[src/rtl/pl_pkg.sv]
package pl_pkg;
  localparam int PIX_W   = 12;
  localparam int PAIRS   = 256;
  localparam int LANES   = 2;
  localparam int TS_W    = 44;
  localparam int PAIR_W  = $clog2(PAIRS);
  localparam int POS_W   = $clog2(PAIRS * LANES);
  localparam int CNT_W   = $clog2(PAIRS + 2);
  localparam int LVL_W   = PIX_W + 1;
  localparam int SUM_W   = PIX_W + 2;
  localparam int PIX_MAX = (1 << PIX_W) - 1;

  typedef logic [PIX_W-1:0] pix_t;

  typedef struct packed {
    logic             found;
    logic [POS_W-1:0] pos;
    pix_t             amp;
    logic [TS_W-1:0]  ts;
  } evt_t;
endpackage

[src/rtl/pl_lift.sv]
module pl_lift
  import pl_pkg::*;
(
  input  pix_t             raw,
  input  pix_t             ped,
  input  logic [LVL_W-1:0] level,
  output pix_t             corr
);
  logic [SUM_W-1:0] lift;
  logic [SUM_W-1:0] total;

  always_comb begin
    lift  = (level >= {1'b0, ped}) ? SUM_W'(level - {1'b0, ped}) : '0;
    total = SUM_W'(raw) + lift;
    corr  = (total > SUM_W'(PIX_MAX)) ? pix_t'(PIX_MAX) : total[PIX_W-1:0];
  end
endmodule

[src/rtl/pl_peak.sv]
module pl_peak
  import pl_pkg::*;
(
  input  logic              clk,
  input  logic              rst_n,
  input  logic              upd,
  input  logic              first,
  input  logic [PAIR_W-1:0] pair,
  input  pix_t              c_even,
  input  pix_t              c_odd,
  output pix_t              best_amp,
  output logic [POS_W-1:0]  best_pos
);
  logic             odd_wins;
  pix_t             cand_amp;
  logic [POS_W-1:0] cand_pos;

  always_comb begin
    odd_wins = c_odd > c_even;
    cand_amp = odd_wins ? c_odd : c_even;
    cand_pos = {pair, odd_wins};
  end

  always_ff @(posedge clk) begin
    if (!rst_n) begin
      best_amp <= '0;
      best_pos <= '0;
    end else if (upd && (first || cand_amp > best_amp)) begin
      best_amp <= cand_amp;
      best_pos <= cand_pos;
    end
  end

  // within a line the running peak never decreases
  p_peak_grows_r4: assert property (@(posedge clk) disable iff (!rst_n)
    (upd && !first) |=> best_amp >= $past(best_amp));
endmodule

[src/rtl/pl_linectl.sv]
module pl_linectl
  import pl_pkg::*;
(
  input  logic              clk,
  input  logic              rst_n,
  input  logic              lval,
  input  logic              acc,
  output logic [PAIR_W-1:0] pair_idx,
  output logic              done,
  output logic [TS_W-1:0]   ts
);
  logic             lval_q;
  logic             end_now;
  logic [CNT_W-1:0] cnt;

  assign end_now  = lval_q && !lval;
  assign pair_idx = cnt[PAIR_W-1:0];

  always_ff @(posedge clk) begin
    if (!rst_n) begin
      lval_q <= 1'b0;
      cnt    <= '0;
      done   <= 1'b0;
      ts     <= '0;
    end else begin
      lval_q <= lval;
      done   <= end_now && (cnt == CNT_W'(PAIRS));
      if (end_now)
        cnt <= '0;
      else if (acc && cnt != CNT_W'(PAIRS + 1))
        cnt <= cnt + 1'b1;
      if (done)
        ts <= ts + 1'b1;
    end
  end

  // line number moves by exactly one per complete line and otherwise holds
  p_ts_step_r7: assert property (@(posedge clk) disable iff (!rst_n)
    done |=> ts == $past(ts) + 1'b1);
  p_ts_hold_r7: assert property (@(posedge clk) disable iff (!rst_n)
    !done |=> $stable(ts));
  p_cnt_bound_r7: assert property (@(posedge clk) disable iff (!rst_n)
    cnt <= CNT_W'(PAIRS + 1));
endmodule

[src/rtl/pl_peak_finder.sv]
module pl_peak_finder
  import pl_pkg::*;
(
  input  logic              clk,
  input  logic              rst_n,
  input  logic              en,
  input  logic              line_valid,
  input  logic              pix_valid,
  output logic              pix_ready,
  input  logic [PIX_W-1:0]  pix_even,
  input  logic [PIX_W-1:0]  pix_odd,
  output logic [PAIR_W-1:0] ped_addr,
  input  logic [PIX_W-1:0]  ped_even,
  input  logic [PIX_W-1:0]  ped_odd,
  input  logic [PIX_W-1:0]  max_ped,
  input  logic [PIX_W-1:0]  margin,
  input  logic [PIX_W-1:0]  threshold,
  output logic              evt_valid,
  input  logic              evt_ready,
  output logic              evt_found,
  output logic [POS_W-1:0]  evt_pos,
  output logic [PIX_W-1:0]  evt_amp,
  output logic [TS_W-1:0]   evt_ts
);
  logic              acc;
  logic              s1_v;
  pix_t              s1_raw [LANES];
  logic [PAIR_W-1:0] s1_pair;
  pix_t              ped_l  [LANES];
  pix_t              corr_l [LANES];
  logic [LVL_W-1:0]  level;
  logic              done;
  logic [TS_W-1:0]   ts;
  pix_t              best_amp;
  logic [POS_W-1:0]  best_pos;
  evt_t              evt_q;
  logic              evt_v_q;

  assign pix_ready = en && !evt_v_q;
  assign acc       = pix_valid && pix_ready && line_valid;
  assign level     = {1'b0, max_ped} + {1'b0, margin};
  assign ped_l[0]  = ped_even;
  assign ped_l[1]  = ped_odd;

  // stage 1: capture the pair while the pedestal read is in flight
  always_ff @(posedge clk) begin
    if (!rst_n) begin
      s1_v    <= 1'b0;
      s1_pair <= '0;
      for (int i = 0; i < LANES; i++) s1_raw[i] <= '0;
    end else begin
      s1_v <= acc;
      if (acc) begin
        s1_raw[0] <= pix_even;
        s1_raw[1] <= pix_odd;
        s1_pair   <= ped_addr;
      end
    end
  end

  for (genvar g = 0; g < LANES; g++) begin : g_lane
    pl_lift u_lift (
      .raw   (s1_raw[g]),
      .ped   (ped_l[g]),
      .level (level),
      .corr  (corr_l[g])
    );
  end

  pl_peak u_peak (
    .clk      (clk),
    .rst_n    (rst_n),
    .upd      (s1_v),
    .first    (s1_pair == '0),
    .pair     (s1_pair),
    .c_even   (corr_l[0]),
    .c_odd    (corr_l[1]),
    .best_amp (best_amp),
    .best_pos (best_pos)
  );

  pl_linectl u_ctl (
    .clk      (clk),
    .rst_n    (rst_n),
    .lval     (line_valid),
    .acc      (acc),
    .pair_idx (ped_addr),
    .done     (done),
    .ts       (ts)
  );

  always_ff @(posedge clk) begin
    if (!rst_n) begin
      evt_v_q <= 1'b0;
      evt_q   <= '0;
    end else begin
      if (evt_v_q && evt_ready)
        evt_v_q <= 1'b0;
      if (done && best_amp > threshold) begin
        evt_v_q     <= 1'b1;
        evt_q.found <= 1'b1;
        evt_q.pos   <= best_pos;
        evt_q.amp   <= best_amp;
        evt_q.ts    <= ts;
      end
    end
  end

  assign evt_valid = evt_v_q;
  assign evt_found = evt_q.found;
  assign evt_pos   = evt_q.pos;
  assign evt_amp   = evt_q.amp;
  assign evt_ts    = evt_q.ts;

  p_gate_r1: assert property (@(posedge clk) disable iff (!rst_n)
    !en |-> !pix_ready);
  // levelling never lowers a sample
  p_lift_up_r2: assert property (@(posedge clk) disable iff (!rst_n)
    s1_v |-> (corr_l[0] >= s1_raw[0]) && (corr_l[1] >= s1_raw[1]));
  p_above_thr_r5: assert property (@(posedge clk) disable iff (!rst_n)
    $rose(evt_valid) |-> (evt_amp > $past(threshold)) && evt_found);
  p_hold_r6: assert property (@(posedge clk) disable iff (!rst_n)
    (evt_valid && !evt_ready) |=> evt_valid && $stable(evt_pos)
                                   && $stable(evt_amp) && $stable(evt_ts));
  p_stall_r9: assert property (@(posedge clk) disable iff (!rst_n)
    evt_valid |-> !pix_ready);
endmodule

[config.mk]
export PLATFORM = sky130hd
export DESIGN_NAME = pl_peak_finder
export DESIGN_NICKNAME = d
export VERILOG_FILES = /design/src/rtl/pl_pkg.sv /design/src/rtl/pl_lift.sv /design/src/rtl/pl_peak.sv /design/src/rtl/pl_linectl.sv /design/src/rtl/pl_peak_finder.sv
export SDC_FILE = /design/constraint.sdc
export NUM_CORES = 1
export LEC_CHECK = 0
export BUFFER_PORTS_ARGS = -buffer_cell sky130_fd_sc_hd__buf_2
export CORE_MARGIN = 2
export CORE_UTILIZATION = 35
export CTS_CLUSTER_SIZE = 10
export DETAILED_ROUTE_END_ITERATION = 8
export PLACE_DENSITY = 0.58
export SYNTH_ARGS = -nofsm -noshare
export SYNTH_HDL_FRONTEND = slang
export SYNTH_HIERARCHICAL = 1
export SYNTH_SLANG_ARGS = --single-unit
export TNS_END_PERCENT = 30
[constraint.sdc]
create_clock -name clk -period 11.3 [get_ports clk]
set_input_delay 2.26 -clock clk [delete_from_list [all_inputs] [get_ports clk]]
set_output_delay 2.26 -clock clk [all_outputs]
set_load 0.005 [all_outputs]
==> results of run 1 <==
[worst min-delay path by stage]
stage,from,end
5_1_grt,evt_found$_SDFFE_PN0P_,evt_found$_SDFFE_PN0P_
3_3_place_gp,evt_found$_SDFFE_PN0P_,evt_found$_SDFFE_PN0P_
6_report,evt_found$_SDFFE_PN0P_,evt_found$_SDFFE_PN0P_
3_5_place_dp,evt_found$_SDFFE_PN0P_,evt_found$_SDFFE_PN0P_
2_1_floorplan,u_ctl/lval_q$_SDFF_PN0_,u_ctl/done$_SDFF_PN0_
4_1_cts,evt_found$_SDFFE_PN0P_,evt_found$_SDFFE_PN0P_
[power by group through the flow]
| stage | registers (mW) | clock network, mW | logic (mW) |
|---|---|---|---|
| after CTS | 0.651 | 0.687 | 1.29 |
| after floorplan | 0.662 | 0 | 1.05 |
| after detailed placement | 0.665 | 0 | 1.28 |
| after global routing | 0.652 | 0.712 | 1.45 |
| after global placement | 0.665 | 0 | 1.26 |
| final | 0.651 | 0.670 | 1.30 |
[logic make-up (layout without fill, tap and decap cells)]
family,Yosys count,in the layout,synth area share [%]
and+or+nand+nor,528,528,22.7
AOI/OAI and AO/OA,359,359,21.3
adders and majority gates,105,105,10.9
DFF,176,176,30.5
muxes,28,28,2.28
xor gates and xnor gates,79,79,5.60
buffers and inverters,189,309,6.68
other,0,2,0
[synth_stat cells (all sizes together) (40+ instances only)]
cell type    n  share of area, %
dfxtp      152                25
nand2      139               4.2
nor2       107               3.3
ha         100                10
inv        100               3.0
or3         86               4.4
a21oi       71               3.2
o211ai      71               4.3
clkbuf      66               2.0
o2111ai     66               4.7
o21ai       48               2.0
nand4       40               2.2
xor2        40               2.8
[worst register-to-register path, stage by stage, from the launching register on]
cell      delay (ns)
edfxtp_1        0.38
ha_1            0.23
inv_1           0.07
fa_1            0.20
nor2b_1         0.06
o31a_1          0.29
o21ai_0         0.31
a21oi_1         0.11
or3_1           0.37
and2_1          0.27
or3_1           0.41
inv_1           0.07
ha_1            0.15
and4_1          0.24
nand3_1         0.12
a21o_1          0.20
a31oi_4         0.48
mux2i_1         0.34
inv_1           0.07
ha_1            0.32
a41oi_2         0.18
o21ai_1         0.11
a211oi_2        0.29
a31oi_4         0.13
buf_12          0.20
o21ai_0         0.24
a21oi_2         0.06
[routing by layer]
layer	up-vias	part of all wire, %	track usage (%)	routed length [µm]
met2	163	49	29.5	16400
met4	0	0.97	3.99	328
met3	20	3.2	2.56	1080
li1	5568	-	-	-
met1	5258	47	25.0	15800
met5	-	0	0	0
[timing repair]
item                       in CTS  in global routing
buffers inserted                0                  0
setup endpoints to repair       0                 21
gates resized for setup         0                  3
[sequential cells by signal, summed over array words and instances, names as in the netlist, 8 cells and up]
register and count:
u_peak/best_amp 12, evt_pos 9, u_peak/best_pos 9, u_ctl/cnt 9, u_ctl/ts 44, s1_raw 24, evt_amp 12, evt_ts 44
s1_pair 8
[cells in the final DEF (no fill, tap or decap), types with 10 or more instances in the layout]
master	netlist	routed
buf_2	1	164
dfxtp_1	152	152
nand2_1	138	138
nor2_1	107	107
inv_1	100	100
ha_1	100	100
or3_1	86	86
o211ai_1	71	71
o2111ai_1	66	66
a21oi_1	61	60
o21ai_0	42	41
xor2_1	40	40
xnor2_1	39	39
nand4_1	37	37
and3_1	35	35
mux2i_1	27	27
edfxtp_1	24	24
nand3_1	22	22
a21o_1	22	22
nor2b_1	20	20
clkbuf_16	0	17
o21a_1	15	15
a211oi_1	15	15
nor3_1	14	14
nand2b_1	13	13
and2_1	11	11
buf_4	9	11
a21oi_2	10	10
[per-stage QoR]
step	utilization, %	cells	hold WS (ns)
after floorplan	-	1464	0.444
after global placement	38.8	2007	0.450
after detailed placement	38.8	2007	0.457
after CTS	40.7	2039	0.476
after global routing	40.7	2041	0.513
final	40.7	2041	0.476
[cell type report]
class | instances | area, µm² | area share (%)
Multi-Input combinational cell | 1099 | 7790 | 55.3
Sequential cell | 176 | 3760 | 26.7
Timing Repair Buffer | 177 | 935 | 6.63
Tap cell | 455 | 569 | 4.04
Clock buffer | 18 | 429 | 3.04
Inverter | 100 | 375 | 2.66
Clock inverter | 14 | 223 | 1.58
Antenna cell | 2 | 5.00 | 0.0355
==> impl_metrics.csv, run 1 <==
group,metric,value,unit
synthesis,syn_area_per_cell,8.43,µm²
route,wl_per_cell,16.5,µm
cells_and_area,finalInstanceArea,14100,µm²
sta,maxSlewHeadroom,26.5,%
sta,slew_violations,0,
cts,tritoncts,"done",
synthesis,ys_warn_count,6,
worst_setup_path,crit_top_cell,"ha_1",
pwr,power.leakage,5.84,nW
global_routing,grt_overflow,0,
cells_and_area,layout-drive-gt1-share,16.4,%
route,first_pass_iters,5,
route,drt-initial-drc-count,668,
run,drv_cap,0,
sta,max_freq,92.5,MHz
die,die_x,192,µm
synthesis,yosysUniqueCellTypes,76,
sta,finalHoldViolCount,0,
cts,cts_hold_buffers,0,
worst_setup_path,crit_slowest_cell,"xnor2_1",
worst_setup_path,crit_fanout,25,
synthesis,syn-num-nets,1659,
cts,htreeDepth,4,
die,io_pins,166,
die,dieArea,36800,µm²
sta,finalCritPeriodShare,95.7,%
sta,worst_pin_slew,1.10,ns
pwr,intPower,1.58,mW
cells_and_area,final_nets,1766,
global_routing,antenna_found_initial,2,
worst_setup_path,reg2reg_to,"u_peak/best_amp[7]$_SDFFE_PN0P_",
global_routing,grt_max_degree,118,
cts,clkLatencyLatePin,0.43,ns
die,fp.coreArea,34600,µm²
die,rows,68,
placed_design,dpl-instance-area,13400,µm²
placed_design,place_congestion,0.889,
pwr,p_total,2.62,mW
pwr,pwr-share-seq,24.8,%
route,antenna_left,0,
global_routing,grt_first_pass_wirelength,53400,µm
worst_setup_path,worstPathRequired,11.61,ns
worst_setup_path,rrSetupSlack,5.28,ns
worst_setup_path,crit_type,"input port to flip-flop",
pwr,clkPwrFrac,25.6,%
synthesis,syn_area,12300,µm²
worst_setup_path,critPathLaunchType,"input port",
placed_design,io_buffers,165,
pwr,p_switching,1.04,mW
sta,post-route-min-period,10.81,ns
worst_setup_path,max_stage_delay,0.54,ns
run_status,status,"finished, final reports clean",
sta,setup_tns,0,ns
placed_design,dp_hpwl,24800,µm
worst_setup_path,critPathTopFamily,"compound AO/OA/AOI/OAI gates",
synthesis,synthFlopType,"dfxtp_1",
sta,worst_slack,0.490,ns
pwr,swShare,39.7,%
sta,fin_skew,0.0139,ns
global_routing,grt_usage,18.0,%
synthesis,synthCells,1464,
worst_setup_path,crit_start,"max_ped[0]",
route,avgViaCountPerCell,5.39,
worst_setup_path,cp.buffers_inverters,5,
placed_design,dp_slack,-0.202,ns
pwr,powerDensity,186,nW/µm²
min_path,min_path_cells,1,
cells_and_area,area_delta_synth_final,14.1,%
worst_setup_path,crit_path_end,"u_peak/best_amp[7]$_SDFFE_PN0P_",
worst_setup_path,crit_cells,40,
synthesis,seq_area_frac_synth,30.5,%
route,drc,0,
route,drt-total-wl,33700,µm
sta,setup_viol,0,
cts,cts_made_buffers,17,
synthesis,synth-seq-cells,176,
min_path,hp-class,"flip-flop to flip-flop",
die,start_util,35.7,%
global_routing,grt_pass1_vias,10300,
worst_setup_path,worstPathArrival,11.12,ns
synthesis,synthArstFlopShare,0,%
sta,grt_setup_unrepaired,"no",
worst_setup_path,r2r_cells,26,
route,via_count,11000,
cts,cts.path.max_buffers,2,
worst_setup_path,r2r-start,"s1_raw[0][0]$_SDFFCE_PN0P_",
cts,root_buffer,"clkbuf_16",
cells_and_area,fillerInstances,3546,
cts,cts_sinks,176,
die,die_h,192,µm
pwr,ir_drop,0.153,mV
cts,path_clk_slew,0.07,ns
synthesis,synth-edff-count,24,
pwr,comb_power_share,49.6,%
worst_setup_path,crit_path_end_kind,"flip-flop",
Power figures use the tool's default switching activity.
==> run 2, diff against run 1 <==
--- a/config.mk
+++ b/config.mk
@@ -10,9 +10,8 @@
 export CORE_UTILIZATION = 35
 export CTS_CLUSTER_SIZE = 10
 export DETAILED_ROUTE_END_ITERATION = 8
-export PLACE_DENSITY = 0.58
+export PLACE_DENSITY = 0.54
 export SYNTH_ARGS = -nofsm -noshare
 export SYNTH_HDL_FRONTEND = slang
-export SYNTH_HIERARCHICAL = 1
 export SYNTH_SLANG_ARGS = --single-unit
 export TNS_END_PERCENT = 30
==> run 2 against run 1 <==
Combinational power grew 58%. Cell area rose by 2.8%. Final cell count fell by 5.3%. Clock power fell by 7.2%. Wire length is 9.8% lower. Critical path type unchanged.
==> impl_metrics.csv, run 2 <==
group,metric,value,unit
synthesis,synth-seq-cells,176,
route,drt-initial-drc-count,381,
sta,max_freq,89.4,MHz
sta,post-route-min-period,11.19,ns
route,first_pass_iters,4,
cts,path_clk_slew,0.08,ns
synthesis,syn_area_per_cell,8.87,µm²
global_routing,use_met3,4.10,%
synthesis,synth_area_leaders,"dfxtp_1 (27%), ha_1 (11%), mux2i_1 (7.7%)",
cells_and_area,fillerInstances,3134,
synthesis,seq_area_frac_synth,33.2,%
sta,finalHoldViolCount,0,
worst_setup_path,crit_slowest_cell,"or4_4",
die,die_x,184,µm
sta,worst_pin_slew,1.09,ns
global_routing,antenna_found_initial,6,
sta,maxSlewHeadroom,27.2,%
cts,cts_hold_buffers,0,
run,drv_cap,0,
synthesis,yosysUniqueCellTypes,72,
global_routing,grt_use_met1,22.7,%
route,via_count,9728,
worst_setup_path,max_stage_delay,0.51,ns
global_routing,grt_overflow,0,
sta,slew_violations,0,
cells_and_area,area_delta_synth_final,27.9,%
placed_design,io_buffers,165,
die,dieArea,33800,µm²
die,start_util,35.7,%
synthesis,synthArstFlopShare,0,%
run_status,status,"finished, final reports clean",
placed_design,dp_hpwl,22700,µm
sta,setup_tns,0,ns
synthesis,synth-edff-count,24,
cts,cts_sinks,176,
synthesis,synthTopCellsByCount,"dfxtp_1 (152), ha_1 (102), nor2b_1 (95), nor2_1 (89), mux2i_1 (87)",
synthesis,syn-num-nets,1473,
global_routing,grt_pass1_vias,9090,
die,io_pins,166,
worst_setup_path,worstPathArrival,11.51,ns
cells_and_area,multi_input_area,7530,µm²
cts,tritoncts,"done",
worst_setup_path,crit_type,"input port to flip-flop",
pwr,powerDensity,230,nW/µm²
worst_setup_path,crit_path_end_kind,"flip-flop",
die,fp.coreArea,31700,µm²
die,die_h,184,µm
synthesis,synth.top_cell.area_share,26.9,%
route,wl_per_cell,15.7,µm
global_routing,grt_usage,17.0,%
cts,cts.path.max_buffers,2,
worst_setup_path,crit_fanout,10,
pwr,power.leakage,6.15,nW
cells_and_area,finalInstanceArea,14500,µm²
synthesis,syn_area,11300,µm²
synthesis,synthCells,1276,
global_routing,top_usage_layer,"met2",
sta,finalCritPeriodShare,99.0,%
route,avgViaCountPerCell,5.04,
sta,fin_skew,0.0209,ns
synthesis,synthFlopType,"dfxtp_1",
global_routing,grt_first_pass_wirelength,46100,µm
cells_and_area,regArea,3760,µm²
route,drt-total-wl,30400,µm
worst_setup_path,crit_top_cell,"ha_4",
sta,grt_setup_unrepaired,"yes",
min_path,hp-class,"flip-flop to flip-flop",
worst_setup_path,worstPathRequired,11.63,ns
cells_and_area,layout_common_cells,"buf_2 (160), dfxtp_1 (152), buf_4 (100)",
placed_design,dpl-instance-area,13100,µm²
route,antenna_left,0,
cells_and_area,layout-drive-gt1-share,26.5,%
worst_setup_path,critPathLaunchType,"input port",
cts,htreeDepth,4,
cts,root_buffer,"clkbuf_16",
global_routing,grt_max_degree,96,
cells_and_area,final_nets,1713,
cells_and_area,final_common_cell,"buf_2",
placed_design,place_congestion,0.864,
global_routing,grtUsageMet2,27.6,%
cts,cts_made_buffers,17,
route,drc,0,
die,rows,65,
synthesis,yosysMostFrequentCell,"dfxtp_1",
synthesis,post-synth-top-area-cell,"dfxtp_1",
pwr,ir_drop,0.171,mV
cts,clkLatencyLatePin,0.44,ns
sta,setup_viol,0,
synthesis,ys_warn_count,0,
run 2: changes by cell type after synthesis, moves of 13 or more:
cell,delta
mux2i_1,+60
nor2b_1,+75
inv_1,-21
o211ai_1,-69
or3_1,-68
o21ai_0,+21
a21oi_1,-17
xnor2_1,+13
o2111ai_1,-62
nand2_1,-70
nor2_1,-18
clkbuf_1,-33
and2_1,+19
run 2: power by group:
| group | leakage [nW] | switching [mW] | internal (mW) |
|---|---|---|---|
| Combinational | 4.40 | 1.10 | 0.948 |
| Sequential | 1.46 | 0.00804 | 0.644 |
| Clock | 0.295 | 0.275 | 0.347 |
| Total | 6.15 | 1.39 | 1.94 |
run 2: metrics by stage:
step	utilization (%)	worst slack, ns	total power, mW	hold slack (ns)	std cells
finish	45.7	0.114	3.33	0.475	1932
global route	45.7	-0.281	3.55	0.488	1931
CTS	43.3	0.0399	3.02	0.476	1910
detailed placement	41.4	-0.444	2.38	0.456	1878
global placement	41.4	-0.128	2.37	0.445	1878
floorplan	-	0.00484	1.85	0.456	1276
run 2: path summary, 6_finish.rpt:
| path | start | end | slack, ns | depth (start not counted) |
|---|---|---|---|---|
| worst min-delay path | evt_found$_SDFFE_PN0P_ | evt_found$_SDFFE_PN0P_ | 0.47 | 1 |
| worst max-delay path | margin[0] | u_peak.best_pos[8]$_SDFFE_PN0P_ | 0.11 | 46 |
| worst min register to register | evt_found$_SDFFE_PN0P_ | evt_found$_SDFFE_PN0P_ | 0.47 | 1 |
| worst max register to register | s1_raw[0][0]$_SDFFCE_PN0P_ | u_peak.best_pos[8]$_SDFFE_PN0P_ | 4.72 | 32 |
run 2: kinds of logic after synthesis:
family                   after synthesis  share of synthesized area, %
adder cells (fa/ha/maj)              107                          12.2
AO/OA/AOI/OAI                        248                          14.7
XOR/XNOR                              80                          6.19
buffers and inverters                132                          4.76
flip-flops                           176                          33.2
multiplexers                          87                          7.69
AND/OR/NAND/NOR                      446                          21.3
run 2: layout make-up:
type	count	share of cell area [%]
multi-input cells	968	52.0
flip-flops and latches	176	26.0
repair buffers	274	12.2
well taps	402	3.47
clock buffers	19	3.13
inverters	79	2.05
clock inverters	13	1.16
diodes	1	0.0173
run 2: repair_timing:
item                                    in CTS  in global routing
pin swaps                                    0                 68
gates cloned                                 0                  4
hold endpoints to repair                     0                  0
endpoints found under the setup margin       2                 21
gates resized for setup                      1                115
buffers inserted                             0                 17
run 2: critical path: cells and delay by family:
family	cells	cell delay, ns
compound gates	15	3.43
simple gates	14	2.49
fa+ha+maj	7	1.89
buf+inv	7	0.99
mux	2	0.33
xor+xnor	1	0.10
run 2: layer usage:
metal	vias up	part of all wire [%]
li1	4983	-
met4	10	1.1
met5	-	0.19
met1	4542	48
met3	34	4.2
met2	159	46
==> run 3, diff against run 2 <==
--- a/config.mk
+++ b/config.mk
@@ -5,6 +5,7 @@
 export SDC_FILE = /design/constraint.sdc
 export NUM_CORES = 1
 export LEC_CHECK = 0
+export ABC_AREA = 1
 export BUFFER_PORTS_ARGS = -buffer_cell sky130_fd_sc_hd__buf_2
 export CORE_MARGIN = 2
 export CORE_UTILIZATION = 35
==> run 3 against run 2 <==
Global-route usage rose by 1.0 points. Via count grew 9.1%. Critical path depth is 10 higher. Worst hold slack worse by 0.0029 ns. Cell area is 6.5% lower. Synthesized area is 3.6% higher. Clock skew shrank 0.00070 ns. Setup slack improved by 0.92 ns. Die area increased by 3.5%. Non-clock buffer count shrank 102. Critical path type unchanged.
==> impl_metrics.csv, run 3 <==
group,metric,value,unit
run_status,status,"finished, final reports clean",
synthesis,ys_warn_count,0,
synthesis,syn_area,11700,µm²
cts,tritoncts,"done",
synthesis,syn_area_per_cell,7.16,µm²
sta,maxSlewHeadroom,28.7,%
cts,cts.path.max_buffers,2,
route,drt-total-wl,31600,µm
placed_design,dp_hpwl,25200,µm
global_routing,grt_pass1_vias,10200,
cts,cts_setup_buffers,0,
cts,cts_made_buffers,17,
pwr,power.leakage,6.37,nW
cts,cts_sinks,176,
sta,fin_hold_ws,0.472,ns
cells_and_area,layout_common_cells,"inv_1 (288), nand2_1 (223), a21oi_1 (167)",
route,drt-initial-drc-count,551,
placed_design,dp_slack,0.438,ns
synthesis,synthCells,1639,
global_routing,antenna_found_initial,1,
global_routing,top_usage_layer,"met2",
worst_setup_path,cp.buffers_inverters,12,
worst_setup_path,crit_path_end_kind,"flip-flop",
cts,path_clk_slew,0.07,ns
pwr,ir_drop,0.149,mV
min_path,hp-class,"flip-flop to flip-flop",
route,via_count,10600,
die,rows,67,
synthesis,post-synth-top-area-cell,"dfxtp_1",
route,antenna_left,0,
synthesis,synth.top_cell.area_share,25.9,%
placed_design,place_congestion,0.900,
synthesis,syn-num-nets,1836,
synthesis,yosysMostFrequentCell,"inv_1",
synthesis,synth-edff-count,24,
worst_setup_path,worstPathArrival,10.63,ns
pwr,p_total,2.74,mW
global_routing,grt_max_degree,94,
worst_setup_path,critPathTopFamily,"simple AND/OR/NAND/NOR gates",
cells_and_area,area_delta_synth_final,15.5,%
worst_setup_path,crit_top_cell,"nand2_1",
cells_and_area,final_nets,1977,
sta,worst_slack,1.03,ns
global_routing,grt_usage,18.0,%
die,start_util,35.2,%
cells_and_area,final_common_cell,"inv_1",
worst_setup_path,max_stage_delay,0.47,ns
worst_setup_path,crit_slowest_cell,"o31ai_1",
cts,cts_hold_buffers,0,
sta,slew_violations,0,
global_routing,grt_overflow,0,
die,dieArea,35000,µm²
sta,finalHoldViolCount,0,
route,first_pass_iters,5,
worst_setup_path,critPathLaunchType,"input port",
global_routing,grt_first_pass_wirelength,51300,µm
min_path,holdCritStartpoint,"evt_found$_SDFFE_PN0P_",
die,die_x,187,µm
global_routing,grt_use_met1,23.7,%
worst_setup_path,crit_type,"input port to flip-flop",
sta,grt_setup_unrepaired,"no",
route,drc,0,
sta,fin_skew,0.0202,ns
synthesis,synth-seq-cells,176,
synthesis,yosysUniqueCellTypes,53,
sta,post-route-min-period,10.27,ns
worst_setup_path,crit_fanout,28,
cts,clkLatencyLatePin,0.44,ns
cts,root_buffer,"clkbuf_16",
sta,setup_tns,0,ns
cts,htreeDepth,4,
global_routing,grtUsageMet2,30.4,%
pwr,powerDensity,202,nW/µm²
synthesis,synthFlopType,"dfxtp_1",
sta,max_freq,97.4,MHz
sta,worst_pin_slew,1.07,ns
cells_and_area,layout-drive-gt1-share,16.5,%
synthesis,synth_area_leaders,"dfxtp_1 (26%), ha_1 (11%), inv_1 (9.2%)",
route,wl_per_cell,14.1,µm
sta,finalCritPeriodShare,90.9,%
route,avgViaCountPerCell,4.74,
synthesis,synthTopCellsByCount,"inv_1 (289), nand2_1 (223), a21oi_1 (167), nor2_1 (156), dfxtp_1 (152)",
worst_setup_path,crit_start,"max_ped[0]",
global_routing,use_met3,3.06,%
worst_setup_path,r2r-start,"s1_raw[0][0]$_SDFFCE_PN0P_",
die,io_pins,166,
synthesis,synthArstFlopShare,0,%
synthesis,seq_area_frac_synth,32.1,%
sta,setup_viol,0,
die,die_h,187,µm
placed_design,io_buffers,165,
run,drv_cap,0,
die,fp.coreArea,33300,µm²
worst_setup_path,worstPathRequired,11.66,ns
==> run 3: cell types whose count changed after synthesis, moves of 40 or more <==
cell	before	now
xnor2_1	52	12
inv_1	79	289
o21ai_0	63	132
a21oi_1	44	167
nor2b_1	95	0
nand2_1	68	223
nor2_1	89	156
mux2i_1	87	0
==> run 3: per-stage QoR <==
step                      utilization (%)  area (µm²)  instances
after floorplan                         -       11700       1639
after global placement               38.8       12900       2209
after detailed placement             38.8       12900       2209
after CTS                            40.7       13500       2241
after global routing                 40.7       13500       2241
final                                40.7       13500       2242
==> run 3: final timing paths <==
| check | endpoint | slack [ns] | cells after the start |
|---|---|---|---|
| max | u_peak.best_amp[11]$_SDFFE_PN0P_ | 1.03 | 56 |
| min | evt_found$_SDFFE_PN0P_ | 0.47 | 2 |
| max reg2reg | u_peak.best_amp[11]$_SDFFE_PN0P_ | 5.56 | 36 |
| min reg2reg | evt_found$_SDFFE_PN0P_ | 0.47 | 2 |
==> run 3: logic make-up (layout without fill, tap and decap cells) <==
kind of cell,count (synthesis),in the layout,synth area share [%]
and+or+nand+nor,597,597,24.2
buffers and inverters,357,511,12.0
AOI/OAI and AO/OA,353,353,16.3
DFF,176,176,32.1
adders and majority gates,107,107,11.7
xor gates and xnor gates,49,49,3.66
other,0,1,0
==> run 3: power breakdown <==
| group | switching, mW | leakage, nW | total [mW] | internal [mW] |
|---|---|---|---|---|
| clock | 0.266 | 0.299 | 0.625 | 0.359 |
| combinational | 0.953 | 4.61 | 1.46 | 0.507 |
| sequential | 0.00587 | 1.46 | 0.650 | 0.644 |
==> run 3: cell type report <==
class / count / area, µm²
fill: 3548 / 19700
sequential: 176 / 3760
timing repair buffer: 172 / 878
inverter: 307 / 1160
antenna: 1 / 2.50
multi-input combinational: 1106 / 6570
clock buffer: 19 / 443
tap: 448 / 561
clock inverter: 13 / 178
==> run 3: routing by layer <==
layer | routed length (µm) | vias to the layer above | share of wire, %
li1 | - | 5637 | -
met1 | 15100 | 4721 | 48
met2 | 14600 | 228 | 46
met3 | 1390 | 32 | 4.4
met4 | 559 | 0 | 1.8
met5 | 0 | - | 0
==> run 3: tightest hold or removal path, delay by kind of cell (launching register included) <==
kind | cells | cell delay (ns)
DFF | 1 | 0.33
and+or+nand+nor | 2 | 0.11
==> run 3: timing repair <==
item                                    in CTS  in global routing
endpoints found under the setup margin       0                 15
resized for setup                            0                  2
endpoints found under the hold margin        0                  0
